`config.mk`:
```
export PLATFORM = sky130hd
export DESIGN_NAME = keyed_watchdog
export DESIGN_NICKNAME = d
export VERILOG_FILES = /design/src/rtl/keyed_watchdog.sv
export SDC_FILE = /design/constraint.sdc
export NUM_CORES = 1
export LEC_CHECK = 0
export CAP_MARGIN = 10
export CORE_MARGIN = 2
export CORE_UTILIZATION = 57
export CTS_CLUSTER_DIAMETER = 200
export CTS_CLUSTER_SIZE = 14
export DETAILED_ROUTE_END_ITERATION = 7
export DONT_BUFFER_PORTS = 1
export HOLD_SLACK_MARGIN = 0.1
export MAX_ROUTING_LAYER = met4
export PLACE_DENSITY_LB_ADDON = 0.25
export SYNTH_ARGS = -nofsm -noshare
export SYNTH_HDL_FRONTEND = slang
export SYNTH_SLANG_ARGS = --single-unit
```
`constraint.sdc`:
```
create_clock -name clk -period 2.76 [get_ports clk]
set_input_delay 0.276 -clock clk [delete_from_list [all_inputs] [get_ports clk]]
set_output_delay 0.276 -clock clk [all_outputs]
set_load 0.005 [all_outputs]
```
`src/rtl/keyed_watchdog.sv`:
```
module keyed_watchdog #(
  parameter int DATA_W     = 16,
  parameter int CNT_W      = 12,
  parameter int BUSY_TICKS = 3
) (
  input  logic              clk,
  input  logic              rst_n,
  input  logic              reg_valid,
  input  logic              reg_write,
  input  logic [1:0]        reg_addr,
  input  logic [DATA_W-1:0] reg_wdata,
  output logic [DATA_W-1:0] reg_rdata,
  input  logic              tick_en,
  output logic              reset_req
);
  localparam int BT_W = $clog2(BUSY_TICKS + 1);
  localparam logic [DATA_W-1:0] KEY_START  = DATA_W'(16'hCCCC);
  localparam logic [DATA_W-1:0] KEY_KICK   = DATA_W'(16'hAAAA);
  localparam logic [DATA_W-1:0] KEY_UNLOCK = DATA_W'(16'h5555);

  logic             unlocked, running;
  logic [2:0]       pre_sh, pre_act;
  logic [CNT_W-1:0] rl_sh, rl_act, cnt;
  logic [7:0]       div;
  logic [BT_W-1:0]  pbusy_cnt, rbusy_cnt;

  wire wr       = reg_valid & reg_write;
  wire key_wr   = wr && reg_addr == 2'd0;
  wire k_start  = key_wr && reg_wdata == KEY_START;
  wire k_kick   = key_wr && reg_wdata == KEY_KICK;
  wire pre_wr   = wr && reg_addr == 2'd1 && unlocked;
  wire rl_wr    = wr && reg_addr == 2'd2 && unlocked;
  wire pre_busy = |pbusy_cnt;
  wire rl_busy  = |rbusy_cnt;

  wire [8:0] div_full = 9'd4 << pre_act;
  wire [7:0] div_max  = (pre_act == 3'd7) ? 8'hFF : div_full[7:0] - 8'd1;
  wire       ptick    = running && tick_en && div == div_max;

  always_comb begin
    case (reg_addr)
      2'd1:    reg_rdata = DATA_W'(pre_sh);
      2'd2:    reg_rdata = DATA_W'(rl_sh);
      2'd3:    reg_rdata = DATA_W'({rl_busy, pre_busy});
      default: reg_rdata = '0;
    endcase
  end

  always_ff @(posedge clk or negedge rst_n) begin
    if (!rst_n) begin
      unlocked  <= 1'b0;
      running   <= 1'b0;
      pre_sh    <= '0;
      pre_act   <= '0;
      rl_sh     <= '1;
      rl_act    <= '1;
      cnt       <= '1;
      div       <= '0;
      pbusy_cnt <= '0;
      rbusy_cnt <= '0;
      reset_req <= 1'b0;
    end else begin
      reset_req <= 1'b0;
      if (key_wr) unlocked <= (reg_wdata == KEY_UNLOCK);

      if (pre_wr) begin
        pre_sh    <= reg_wdata[2:0];
        pbusy_cnt <= BT_W'(BUSY_TICKS);
      end else if (tick_en && pre_busy) begin
        pbusy_cnt <= pbusy_cnt - 1'b1;
        if (pbusy_cnt == BT_W'(1)) pre_act <= pre_sh;
      end

      if (rl_wr) begin
        rl_sh     <= reg_wdata[CNT_W-1:0];
        rbusy_cnt <= BT_W'(BUSY_TICKS);
      end else if (tick_en && rl_busy) begin
        rbusy_cnt <= rbusy_cnt - 1'b1;
        if (rbusy_cnt == BT_W'(1)) rl_act <= rl_sh;
      end

      if (k_start) running <= 1'b1;

      if (k_start || k_kick) begin
        cnt <= rl_act;
        div <= '0;
      end else if (running && tick_en) begin
        div <= ptick ? 8'd0 : div + 8'd1;
        if (ptick) begin
          if (cnt == '0) begin
            reset_req <= 1'b1;
            cnt       <= rl_act;
          end else begin
            cnt <= cnt - 1'b1;
          end
        end
      end
    end
  end
endmodule

```
==> results.txt, run 1 <==
- Run status: finished, final reports clean
* Critical Path Max Stage Delay: 0.41 ns
- For this run, the leading register cell type out of synthesis is sky130_fd_sc_hd__dfstp_2.
* Wire length of the first global-routing pass: 12100 µm
- Mapped Area: 0.00329 mm²
* N_diodes: 0
- Clock tree from TritonCTS: yes
* Share of cells above drive strength 1: 0.263
- After routing, the total negative slack on setup checks comes to 0 ns.
- Top cell type's share of synthesized area: 0.288
- Number of distinct standard cells referenced by the synthesized netlist: 64
* Parity-gate share of the synthesized area counting xor and xnor cells: 0.0320
* Transition time at the pin with the least slew margin: 0.724 ns
- Depth of the CTS H-tree: 3
- The number of pins with negative max-slew slack in the final report came to 0.
- A synthesized cell averages 9.62 µm².
* WS Path Type: reg2reg
- The initial antenna violation count came to 0.
* Relative max-transition margin: 0.511
- Total global routing overflow: 0
- Together, buffers and inverters on the worst path number 2.
- In the finished design, the share of the clock period the worst path needs comes to 0.958.
- Arrival time reported for the critical path endpoint: 2.93 ns
* Routed WL: 7140 µm
* Critical Path End Type: flop
- Multiplexer share of the synthesized area: 0.0609
- Total design power: 2.76 mW
- Number of setup violations in the final report: 0
- After clock tree synthesis, the clock-pin slew on the worst setup and hold paths is 0.07 ns.
- The largest total area in the synthesized netlist belongs to sky130_fd_sc_hd__dfstp_2.
* Horizontal die dimension: 80.0 µm
- Detailed-placement wirelength estimate: 4770 µm
- Number of top-level design ports: 40
- The congestion estimate from routability-driven global placement came to 0.795.
- DRC Markers: 0
* Portion of the post-synthesis area used by sequential elements: 0.447
- Final core occ: 0.689
* Skew-Pair Late Insertion Delay: 0.34 ns
- STA puts the critical path data required time at 3.04 ns.
- Number of buffers created by CTS: 9
* Detailed-route wire length per cell: 16.1 µm
* Height of the die: 80.0 µm
* Critical Path Start Type: flop
- Derived from the worst setup path, the maximum achievable clock frequency is 378 MHz.
- Vias per std cell: 5.85
- Total power density per cell area: 722 mW/mm²
- For this configuration, the core starts out at a cell density of 0.594.
- The core region is 0.00554 mm².
- The tool flagged a number of max-cap violations equal to 0.
- Leakage power summed over all cells: 1.65 nW
- VDD sags by at most 0.000525 V.
* Number of global-route vias before repair: 2609
- Across every metal layer, demand over resource in global routing totals 0.254.
- Entering global routing, the biggest net connects 58 pins.
- The cell that appears most often on the critical path is sky130_fd_sc_hd__or3_4.
- The floorplan has 27 rows.
- 1st-iter DRT viols: 179
- In the post-synthesis netlist, the biggest area contributors are sky130_fd_sc_hd__dfstp_2, sky130_fd_sc_hd__dfrtp_1, sky130_fd_sc_hd__nand2_1.
- Across the routed clock network, the largest skew measured is 0.00873 ns.
- Share of async-settable or async-resettable flops after synthesis: 1.00
- The tree built by TritonCTS fans out to 57 sinks.
- Total of warnings raised by yosys: 0
- Cells after Synth: 342
- The hold violation total from the final report is 0.
- EDFF count, synth: 0
- Largest family of logic cells by synthesized area: simple AND/OR/NAND/NOR gates
* Die ar.: 0.00639 mm²
- Of the total synthesized cell area, the portion taken by full adders, half adders and majority gates is 0.0335.
- After the last flow step, the layout net total stands at 398.
- On the critical path, the stage with the largest delay is an instance of sky130_fd_sc_hd__or3_4.
- Router iterations before antenna repair: 4
- #FFs+latches synth: 57
- Via count: 2596
* Maximum clock insertion buffer count: 2
* Final Hold Slack: 0.128 ns
- Area growth from synthesis to layout: 16.1%
- Simple-Gate Fraction of Synth Area: 0.251
- Reg-to-reg slack, setup: 0.11 ns
- CP delay by family, top: simple AND/OR/NAND/NOR gates
- Post-layout min period: 2.65 ns
- The fraction of the mapped netlist area in compound gates was 0.126.
* Largest driver fanout on the critical path: 2
* Count of nets left with antenna violations after detail routing: 0
- CTS placed an instance of sky130_fd_sc_hd__clkbuf_8 at the clock tree root.
- Cell-by-cell listing of the critical path: or3_4, ha_4, inv_1, or3_4, a211oi_4, buf_4, or3b_1, a21oi_1, o21a_1
- Port Buffers: 0
- In this run the worst hold path is classified as in2reg.
Yosys cell counts (7+ instances only):
master                     count
sky130_fd_sc_hd__inv_1        12
sky130_fd_sc_hd__nand3_1       8
sky130_fd_sc_hd__nor2b_1       7
sky130_fd_sc_hd__ha_1          8
sky130_fd_sc_hd__nor4bb_1      9
sky130_fd_sc_hd__and2_1       12
sky130_fd_sc_hd__dfstp_2      36
sky130_fd_sc_hd__dfrtp_1      21
sky130_fd_sc_hd__nor2_1       27
sky130_fd_sc_hd__o21ai_0       8
sky130_fd_sc_hd__xnor2_1       8
sky130_fd_sc_hd__and3_1        8
sky130_fd_sc_hd__mux2_2       16
sky130_fd_sc_hd__nand2_1      60
sky130_fd_sc_hd__a21oi_1       8
final timing paths:
path                            startpoint        to  depth (start not counted)
worst max-delay path            pre_act[2]   cnt[11]                          9
min in group asynchronous            rst_n    div[6]                          2
worst min-delay path               tick_en    div[0]                          2
max in group asynchronous            rst_n  rl_sh[8]                          2
worst min register to register    rl_sh[9]  rl_sh[9]                          2
worst max register to register  pre_act[2]   cnt[11]                          9
registers in the layout, indices dropped and copies added, names as in the netlist, 2 cells and up:
signal / count
pre_sh: 3
div: 8
pre_act: 3
rl_sh: 12
rl_act: 12
pbusy_cnt: 2
rbusy_cnt: 2
cnt: 12
routing by layer:
layer,wire length [µm],GRT usage,vias to the layer above
met4,84,0.0949,0
li1,-,-,1235
met1,3200,0.316,1269
met5,0,-,-
met3,374,0.0679,10
met2,3490,0.398,82
area by class of cell:
type,count,area (µm²)
multi-input combinational,257,1730
fill,410,1720
sequential,57,1470
timing repair buffer,30,285
clock buffer,11,163
tap,72,90.1
inverter,12,45.0
clock inverter,5,36.3
kinds of logic (layout without fill, tap and decap cells):
kind of cell,after synthesis,after routing
AND/OR/NAND/NOR,157,157
AO/OA/AOI/OAI,57,57
flip-flops,57,57
buffers and inverters,31,58
multiplexers,18,18
XOR/XNOR,12,12
adder cells (fa/ha/maj),9,9
other,1,4
placed cells by master (no fill, tap or decap), types with 2 or more instances in the layout:
| cell | n |
|---|---|
| sky130_fd_sc_hd__nand2_1 | 60 |
| sky130_fd_sc_hd__nor3_1 | 3 |
| sky130_fd_sc_hd__nor2_1 | 26 |
| sky130_fd_sc_hd__nor3b_1 | 2 |
| sky130_fd_sc_hd__clkinvlp_4 | 3 |
| sky130_fd_sc_hd__o31ai_1 | 2 |
| sky130_fd_sc_hd__dfrtp_1 | 21 |
| sky130_fd_sc_hd__nand4_1 | 3 |
| sky130_fd_sc_hd__nor2_4 | 2 |
| sky130_fd_sc_hd__ha_1 | 7 |
| sky130_fd_sc_hd__xor2_1 | 4 |
| sky130_fd_sc_hd__a2bb2oi_1 | 5 |
| sky130_fd_sc_hd__o31a_1 | 3 |
| sky130_fd_sc_hd__o21a_1 | 4 |
| sky130_fd_sc_hd__and4_1 | 2 |
| sky130_fd_sc_hd__inv_1 | 12 |
| sky130_fd_sc_hd__a22o_1 | 3 |
| sky130_fd_sc_hd__buf_4 | 14 |
| sky130_fd_sc_hd__mux2_2 | 16 |
| sky130_fd_sc_hd__nor4bb_1 | 9 |
| sky130_fd_sc_hd__nand3_1 | 8 |
| sky130_fd_sc_hd__and3_1 | 8 |
| sky130_fd_sc_hd__o22a_1 | 2 |
| sky130_fd_sc_hd__xnor2_1 | 8 |
| sky130_fd_sc_hd__buf_6 | 2 |
| sky130_fd_sc_hd__clkbuf_8 | 10 |
| sky130_fd_sc_hd__dfstp_2 | 36 |
| sky130_fd_sc_hd__o21ai_1 | 2 |
| sky130_fd_sc_hd__mux2i_1 | 2 |
| sky130_fd_sc_hd__dlygate4sd3_1 | 13 |
| sky130_fd_sc_hd__o21ai_0 | 8 |
| sky130_fd_sc_hd__a21oi_1 | 8 |
| sky130_fd_sc_hd__conb_1 | 4 |
| sky130_fd_sc_hd__and2_1 | 12 |
| sky130_fd_sc_hd__or3_4 | 2 |
| sky130_fd_sc_hd__nor2b_1 | 7 |
| sky130_fd_sc_hd__o22ai_1 | 6 |
stage by stage:
stage,cell area [µm²],cells,worst slack (ns)
global placement,3380,411,0.0458
global route,3820,444,-0.0193
detailed placement,3380,411,-0.0161
floorplan,3300,345,0.0670
CTS,3740,441,0.0226
finish,3820,444,0.115
where the power goes:
group,switching (mW),total (mW),internal (mW)
clock network,0.346,0.751,0.406
logic,0.390,0.790,0.399
registers,0.120,1.22,1.10
repair_timing:
item | in CTS | in global routing
cloned | 0 | 0
endpoints found under the hold margin | 72 | 0
setup buffers | 0 | 3
gates resized for setup | 1 | 8
endpoints found under the setup margin | 11 | 18
pin swaps | 0 | 1
hold buffers | 14 | 0
Note: power is estimated with default switching activity, not from simulation.
==> run 2: changes to the inputs <==
--- a/config.mk
+++ b/config.mk
@@ -12,6 +12,7 @@
 export CTS_CLUSTER_SIZE = 14
 export DETAILED_ROUTE_END_ITERATION = 7
 export DONT_BUFFER_PORTS = 1
+export GPL_TIMING_DRIVEN = 0
 export HOLD_SLACK_MARGIN = 0.1
 export MAX_ROUTING_LAYER = met4
 export PLACE_DENSITY_LB_ADDON = 0.25
==> results.txt, run 2 (synthesis results as in run 1) <==
- Global routing finished with a remaining overflow of 0.
- Across the run, the number of max-cap violations was 0.
* Number of setup violations in the final report: 0
- The first global-routing pass estimated 12700 µm of wire.
* Die ar.: 0.00639 mm²
* Unrepaired setup endpoints after global routing: yes
* Critical Path End Type: flop
* Clock Sink Count: 57
- OpenSTA, run right after detailed placement, puts the worst setup slack at -0.213 ns.
- The analysis attributes to cell leakage a power of 1.70 nW.
- Via count: 2715
- 0 antenna diodes ended up in the layout.
- The pre-antenna-repair detailed-routing pass consisted of 5 iterations.
- DRC Markers: 0
* Largest net degree at the start of global routing: 58
- Fin crit share: 0.986
* Count of nets left with antenna violations after detail routing: 0
- After detailed placement, the total cell area comes to 0.00339 mm².
- Critical Path Start Type: flop
- The number of global-route vias before repair was 2658.
- TritonCTS built the clock tree.
* Detailed-placement wirelength estimate: 4780 µm
- Placed cell count: 417
- Dividing the detail-routed via count by the number of cells gives 5.95.
- The initial utilization of the core area, before any placement, comes to 0.594.
- Skew final: 0.0110 ns
- Area growth from synthesis to layout: 19.6%
- TritonCTS created 9 clock buffers.
* CP delay by family, top: simple AND/OR/NAND/NOR gates
- Depth of the CTS H-tree: 3
- Fmax: 368 MHz
- In this run the worst setup path begins at pre_act[2].
- The number of pins with negative max-slew slack in the final report came to 0.
- Worst Min Path Start: reg_wdata[3]
- The run finished with clean final reports.
- By instance count, the cell type seen most on the critical path is sky130_fd_sc_hd__or3_4.
- Area of the core region: 0.00554 mm²
- Most common library cell in the layout ignoring fill and taps: sky130_fd_sc_hd__nand2_1
- Routed WL: 7830 µm
- The startpoint identified for the worst register-to-register timing path is pre_act[2].
- The worst setup path is of the reg2reg kind.
- Cell-by-cell listing of the critical path: or3_4, ha_4, inv_2, or3_4, a211oi_4, o311ai_2, buf_6, nor4b_2, o21ba_1, o22a_1
- 40 I/O pins were placed.
* 1st-iter DRT viols: 336
- Of the cells placed in the final design, the portion with a size suffix greater than 1 is 0.281.
- Skew-Pair Late Insertion Delay: 0.34 ns
* Detailed-route wire length per cell: 17.2 µm
- Setup slack closes at 0.0396 ns.
- For this run, the share of the core covered by cells in the final layout is 0.710.
- Clock-pin slew was measured on the worst setup and hold paths at 0.08 ns.
* Port Buffers: 0
- Headroom to the max-slew limit came out at 0.476.
- Maximum clock insertion buffer count: 2
- The tightest min-delay check is of the in2reg type.
* Final hold viol count: 0
* VDD IR max: 0.000563 V
- The count of cells in the finished layout, fillers not included, comes to 456.
* Arrival time reported for the critical path endpoint: 2.99 ns
- The finished cells cover 0.00394 mm².
* Final Hold Slack: 0.175 ns
* Transition time at the pin with the least slew margin: 0.779 ns
- The congestion estimate from routability-driven global placement came to 0.844.
* Antenna violations before repair: 0
- Root buffer cell: sky130_fd_sc_hd__clkbuf_8
- Critical Path Max Stage Delay: 0.41 ns
- From bottom edge to top edge, the die measures 80.0 µm.
* Crit path max-delay cell type: sky130_fd_sc_hd__or3_4
- In the final design database the tool counted 410 nets.
* All-layer global routing usage: 0.267
* Total power density per cell area: 743 mW/mm²
* Count of standard-cell rows: 27
- Together, buffers and inverters on the worst path number 2.
- Horizontal die dimension: 80.0 µm
- Commonest cells after routing, fill and taps aside: sky130_fd_sc_hd__nand2_1, sky130_fd_sc_hd__dfstp_2, sky130_fd_sc_hd__nor2_1, sky130_fd_sc_hd__dfrtp_1, sky130_fd_sc_hd__mux2_2
* Top Registers: cnt: 12 flops, rl_act: 12 flops, rl_sh: 12 flops
- Counting I/O delays and the setup requirement, the final critical path takes 2.72 ns.
- Largest driver fanout on the critical path: 9
* Required time worst endpoint: 3.03 ns
run 2: path summary, 6_finish.rpt:
path | endpoint | slack [ns] | depth (start not counted)
setup / recovery | cnt[6] | 0.04 | 10
hold / removal | unlocked | 0.17 | 3
setup reg to reg | cnt[6] | 0.04 | 10
hold reg to reg | rl_sh[8] | 0.47 | 2
max in group asynchronous | cnt[10] | 2.00 | 2
min in group asynchronous | reset_req | 0.46 | 2
run 2: worst reg2reg max path: cells and delay by family, from the launching register on:
| kind | cells | cell delay (ns) |
|---|---|---|
| and+or+nand+nor | 3 | 0.94 |
| AOI/OAI and AO/OA | 4 | 0.81 |
| DFF | 1 | 0.40 |
| adders and majority gates | 1 | 0.28 |
| buffers and inverters | 2 | 0.22 |
run 2: power breakdown:
group / internal, mW / total, mW / switching (mW) / leakage, nW
combinational: 0.423 / 0.836 / 0.413 / 0.948
sequential: 1.10 / 1.23 / 0.129 / 0.649
clock: 0.479 / 0.862 / 0.383 / 0.105
total: 2.00 / 2.92 / 0.925 / 1.70
run 2: what timing repair did:
item,4_1_cts,5_1_grt
cloned,0,2
endpoints found under the hold margin,73,0
setup endpoints to repair,13,12
setup buffers,8,0
hold buffers,15,0
resized for setup,6,17
pin swaps,4,9
run 2: metal layers:
metal,global-route usage,vias up,share of wire
met2,0.423,107,0.49
met4,0.0932,0,0.016
met3,0.0554,10,0.057
met1,0.343,1324,0.43
met5,-,-,0
li1,-,1274,-
run 2: through the flow:
step                power (mW)  setup TNS (ns)
floorplan                 1.76               0
global placement          1.87           -1.64
detailed placement        1.90           -2.07
CTS                       2.92               0
global route              3.08          -0.275
finish                    2.92               0
run 2: layout make-up:
type | count | area, µm²
Multi-Input combinational cell | 257 | 1730
Fill cell | 408 | 1610
Sequential cell | 57 | 1470
Timing Repair Buffer | 25 | 265
Clock buffer | 10 | 149
Buffer | 17 | 118
Tap cell | 72 | 90.1
Clock inverter | 6 | 71.3
Inverter | 12 | 45.0
==> run 3: changes to the inputs <==
==> constraint.sdc (replaced) <==
create_clock -name clk -period 2.76 [get_ports clk]
set_input_delay 0 -clock clk [delete_from_list [all_inputs] [get_ports clk]]
set_output_delay 0 -clock clk [all_outputs]
set_load 0.005 [all_outputs]
==> results.txt, run 3 (synthesis results as in run 1) <==
- The flow ran to the end, and the final reports show no timing, DRC or antenna violations.
- VDD IR max: 0.000572 V
- Met2 wire length: 4020 µm
- For flop-to-flop paths, the worst setup slack is 0.04 ns.
- Share of cells above drive strength 1: 0.271
- Once detail routing completed, the nets flagged for antenna violations numbered 0.
* WS Path Type: reg2reg
- For this run, the slowest stage of the critical path takes 0.41 ns.
- The pre-antenna-repair detailed-routing pass consisted of 5 iterations.
* Worst R2R End: cnt[6]
- Reg2Reg Launch Point: pre_act[2]
- Summed over all layers, the routed wires come to 8190 µm.
- Die ar.: 0.00639 mm²
- Clock tree synthesis inserted a total of 9 buffers.
- After layout, the design draws a total of 2.98 mW.
- Setup repair after global routing could not meet its margin everywhere.
* Type of the worst min-delay path: in2reg
- Placer congestion estimate: 0.844
* Root buffer cell: sky130_fd_sc_hd__clkbuf_8
- Top Registers: cnt: 12 flops, rl_act: 12 flops, rl_sh: 12 flops
- FF/Latch Area: 0.00147 mm²
* Crit path max-delay cell type: sky130_fd_sc_hd__or3_4
- The worst path needs 2.72 ns of the cycle, external delays included.
* Vias per std cell: 5.95
- Commonest cells after routing, fill and taps aside: sky130_fd_sc_hd__nand2_1, sky130_fd_sc_hd__dfstp_2, sky130_fd_sc_hd__dlygate4sd3_1, sky130_fd_sc_hd__nor2_1, sky130_fd_sc_hd__dfrtp_1
* Detailed-placement wirelength estimate: 4780 µm
- Max-cap violations in this run came to 0.
- For the worst setup path, the data required time is 3.03 ns.
- Detailed routing placed a total of 476 µm of wire on met3.
- For this run, the total global-route usage over all layers was measured as 0.282.
* Area growth from synthesis to layout: 24.3%
- The repair_antennas step left the layout with diodes totalling 0.
- STA classifies the critical path endpoint as a flop.
* Maximum clock insertion buffer count: 2
- In this run the power density over the cells is 728 mW/mm².
- After floorplanning, the core was sized to cover 0.00554 mm².
* 1st-iter DRT viols: 311
* Count of standard-cell rows: 27
- Leaving out fill and tap cells, the most frequent cell in the layout is sky130_fd_sc_hd__nand2_1.
- Clock-pin slew was measured on the worst setup and hold paths at 0.07 ns.
- Met1 Routed Length: 3510 µm
- The tree built by TritonCTS fans out to 57 sinks.
- Clock skew on the completed layout was measured at 0.0122 ns.
- Height of the die: 80.0 µm
* Detailed-route wire length per cell: 17.4 µm
- For this run, the post-layout net count is 425.
- For the worst-skew pair, the clock arrives at the later sink with an insertion delay of 0.34 ns.
- Summed over all cells, the static leakage comes to 1.77 nW.
- Number of setup violations in the final report: 0
* Fill count: 356
- For this block, the via count after detailed routing is 2803.
- Dividing the final minimum period by the clock period gives 0.987.
* Cell-by-cell listing of the critical path: or3_4, ha_4, inv_2, or3_4, a211oi_4, o311ai_2, buf_6, nor4b_2, o21ba_1, o22a_1
- Excluding fillers, the count of instances in the completed layout stands at 471.
* Area of the multi-input gates: 0.00173 mm²
* DRC Markers: 0
- Data on the critical path arrives at its endpoint at 3.00 ns.
* Depth of the CTS H-tree: 3
- The initial utilization of the core area, before any placement, comes to 0.594.
- Critical Path Start Type: flop
- At the pin with the least slew margin, the transition time is 0.786 ns.
- Adding up every negative setup slack in the final design gives 0 ns.
* Worst Min Path Start: reg_valid
- Timing would allow up to 367 MHz.
- Among the stages of the critical path, the cell type that occurs most often is sky130_fd_sc_hd__or3_4.
- Highest metal used: met4
- Worst-case hold path end point: pre_act[2]
- The hold violation total from the final report came to 0.
* Number of global-route vias before repair: 2813
- Total global routing overflow: 0
- Including well taps, the total number of placed cells is 417.
- Horizontal die dimension: 80.0 µm
* Largest net degree at the start of global routing: 58
- During I/O placement, the number of pins put on the boundary was 40.
* Wire length of the first global-routing pass: 13400 µm
- Max-slew violation count: 0
- Path depth of the worst reg2reg path: 10
- Relative max-transition margin: 0.471
* Antenna violations before repair: 0
- In this run the worst path has a maximum fanout of 9.
* Port Buffers: 0
- WHS Path Cells: 3
- Clock tree from TritonCTS: yes
==> run 3: cell type report <==
class                   count  area share
clock inverters             6      0.0174
plain buffers              17      0.0288
inverters                  12      0.0110
repair buffers             40       0.102
well taps                  72      0.0220
clock buffers              10      0.0364
multi-input cells         257       0.422
flip-flops and latches     57       0.360
==> run 3: power breakdown <==
group          internal (mW)  total, mW  switching (mW)
Combinational          0.448      0.879           0.431
Clock                  0.479      0.865           0.386
Sequential              1.10       1.23           0.135
Total                   2.02       2.98           0.952
==> run 3: worst max-delay path by stage <==
stage	cells after the start	startpoint	to
finish	10	pre_act[2]	cnt[6]
global route	11	pre_act[2]	cnt[10]
CTS	11	pre_act[0]	cnt[6]
detailed placement	12	pre_act[2]	cnt[4]
global placement	11	pre_act[2]	cnt[6]
floorplan	11	pre_act[2]	cnt[6]
==> run 3: per-layer routing <==
layer  vias to the layer above  track usage
met1                      1363        0.355
met2                       117        0.444
met5                         -            -
li1                       1298            -
met3                        25       0.0645
met4                         0        0.107
==> run 3: what timing repair did <==
| action | 4_1_cts | 5_1_grt |
|---|---|---|
| gates cloned | 0 | 2 |
| hold endpoints to repair | 80 | 0 |
| pin swaps | 4 | 9 |
| resized for setup | 6 | 18 |
| endpoints found under the setup margin | 13 | 12 |
| hold buffers | 30 | 0 |
| buffers inserted | 8 | 0 |
==> run 3: metrics by stage <==
stage | worst slack, ns | hold slack [ns] | area, µm² | utilization
after floorplan | 0.0670 | -0.296 | 3300 | -
after global placement | -0.176 | -0.294 | 3390 | 0.612
after detailed placement | -0.213 | -0.294 | 3390 | 0.612
after CTS | 0.00487 | 0.105 | 4030 | 0.727
after global routing | -0.0495 | 0.145 | 4090 | 0.738
final | 0.0370 | 0.122 | 4090 | 0.738
==> run 3: worst max-delay path, delay by kind of cell, from the launching register on <==
kind | cells | cell delay (ns)
DFF | 1 | 0.40
buffers and inverters | 2 | 0.22
AOI/OAI and AO/OA | 4 | 0.81
adders and majority gates | 1 | 0.28
and+or+nand+nor | 3 | 0.94
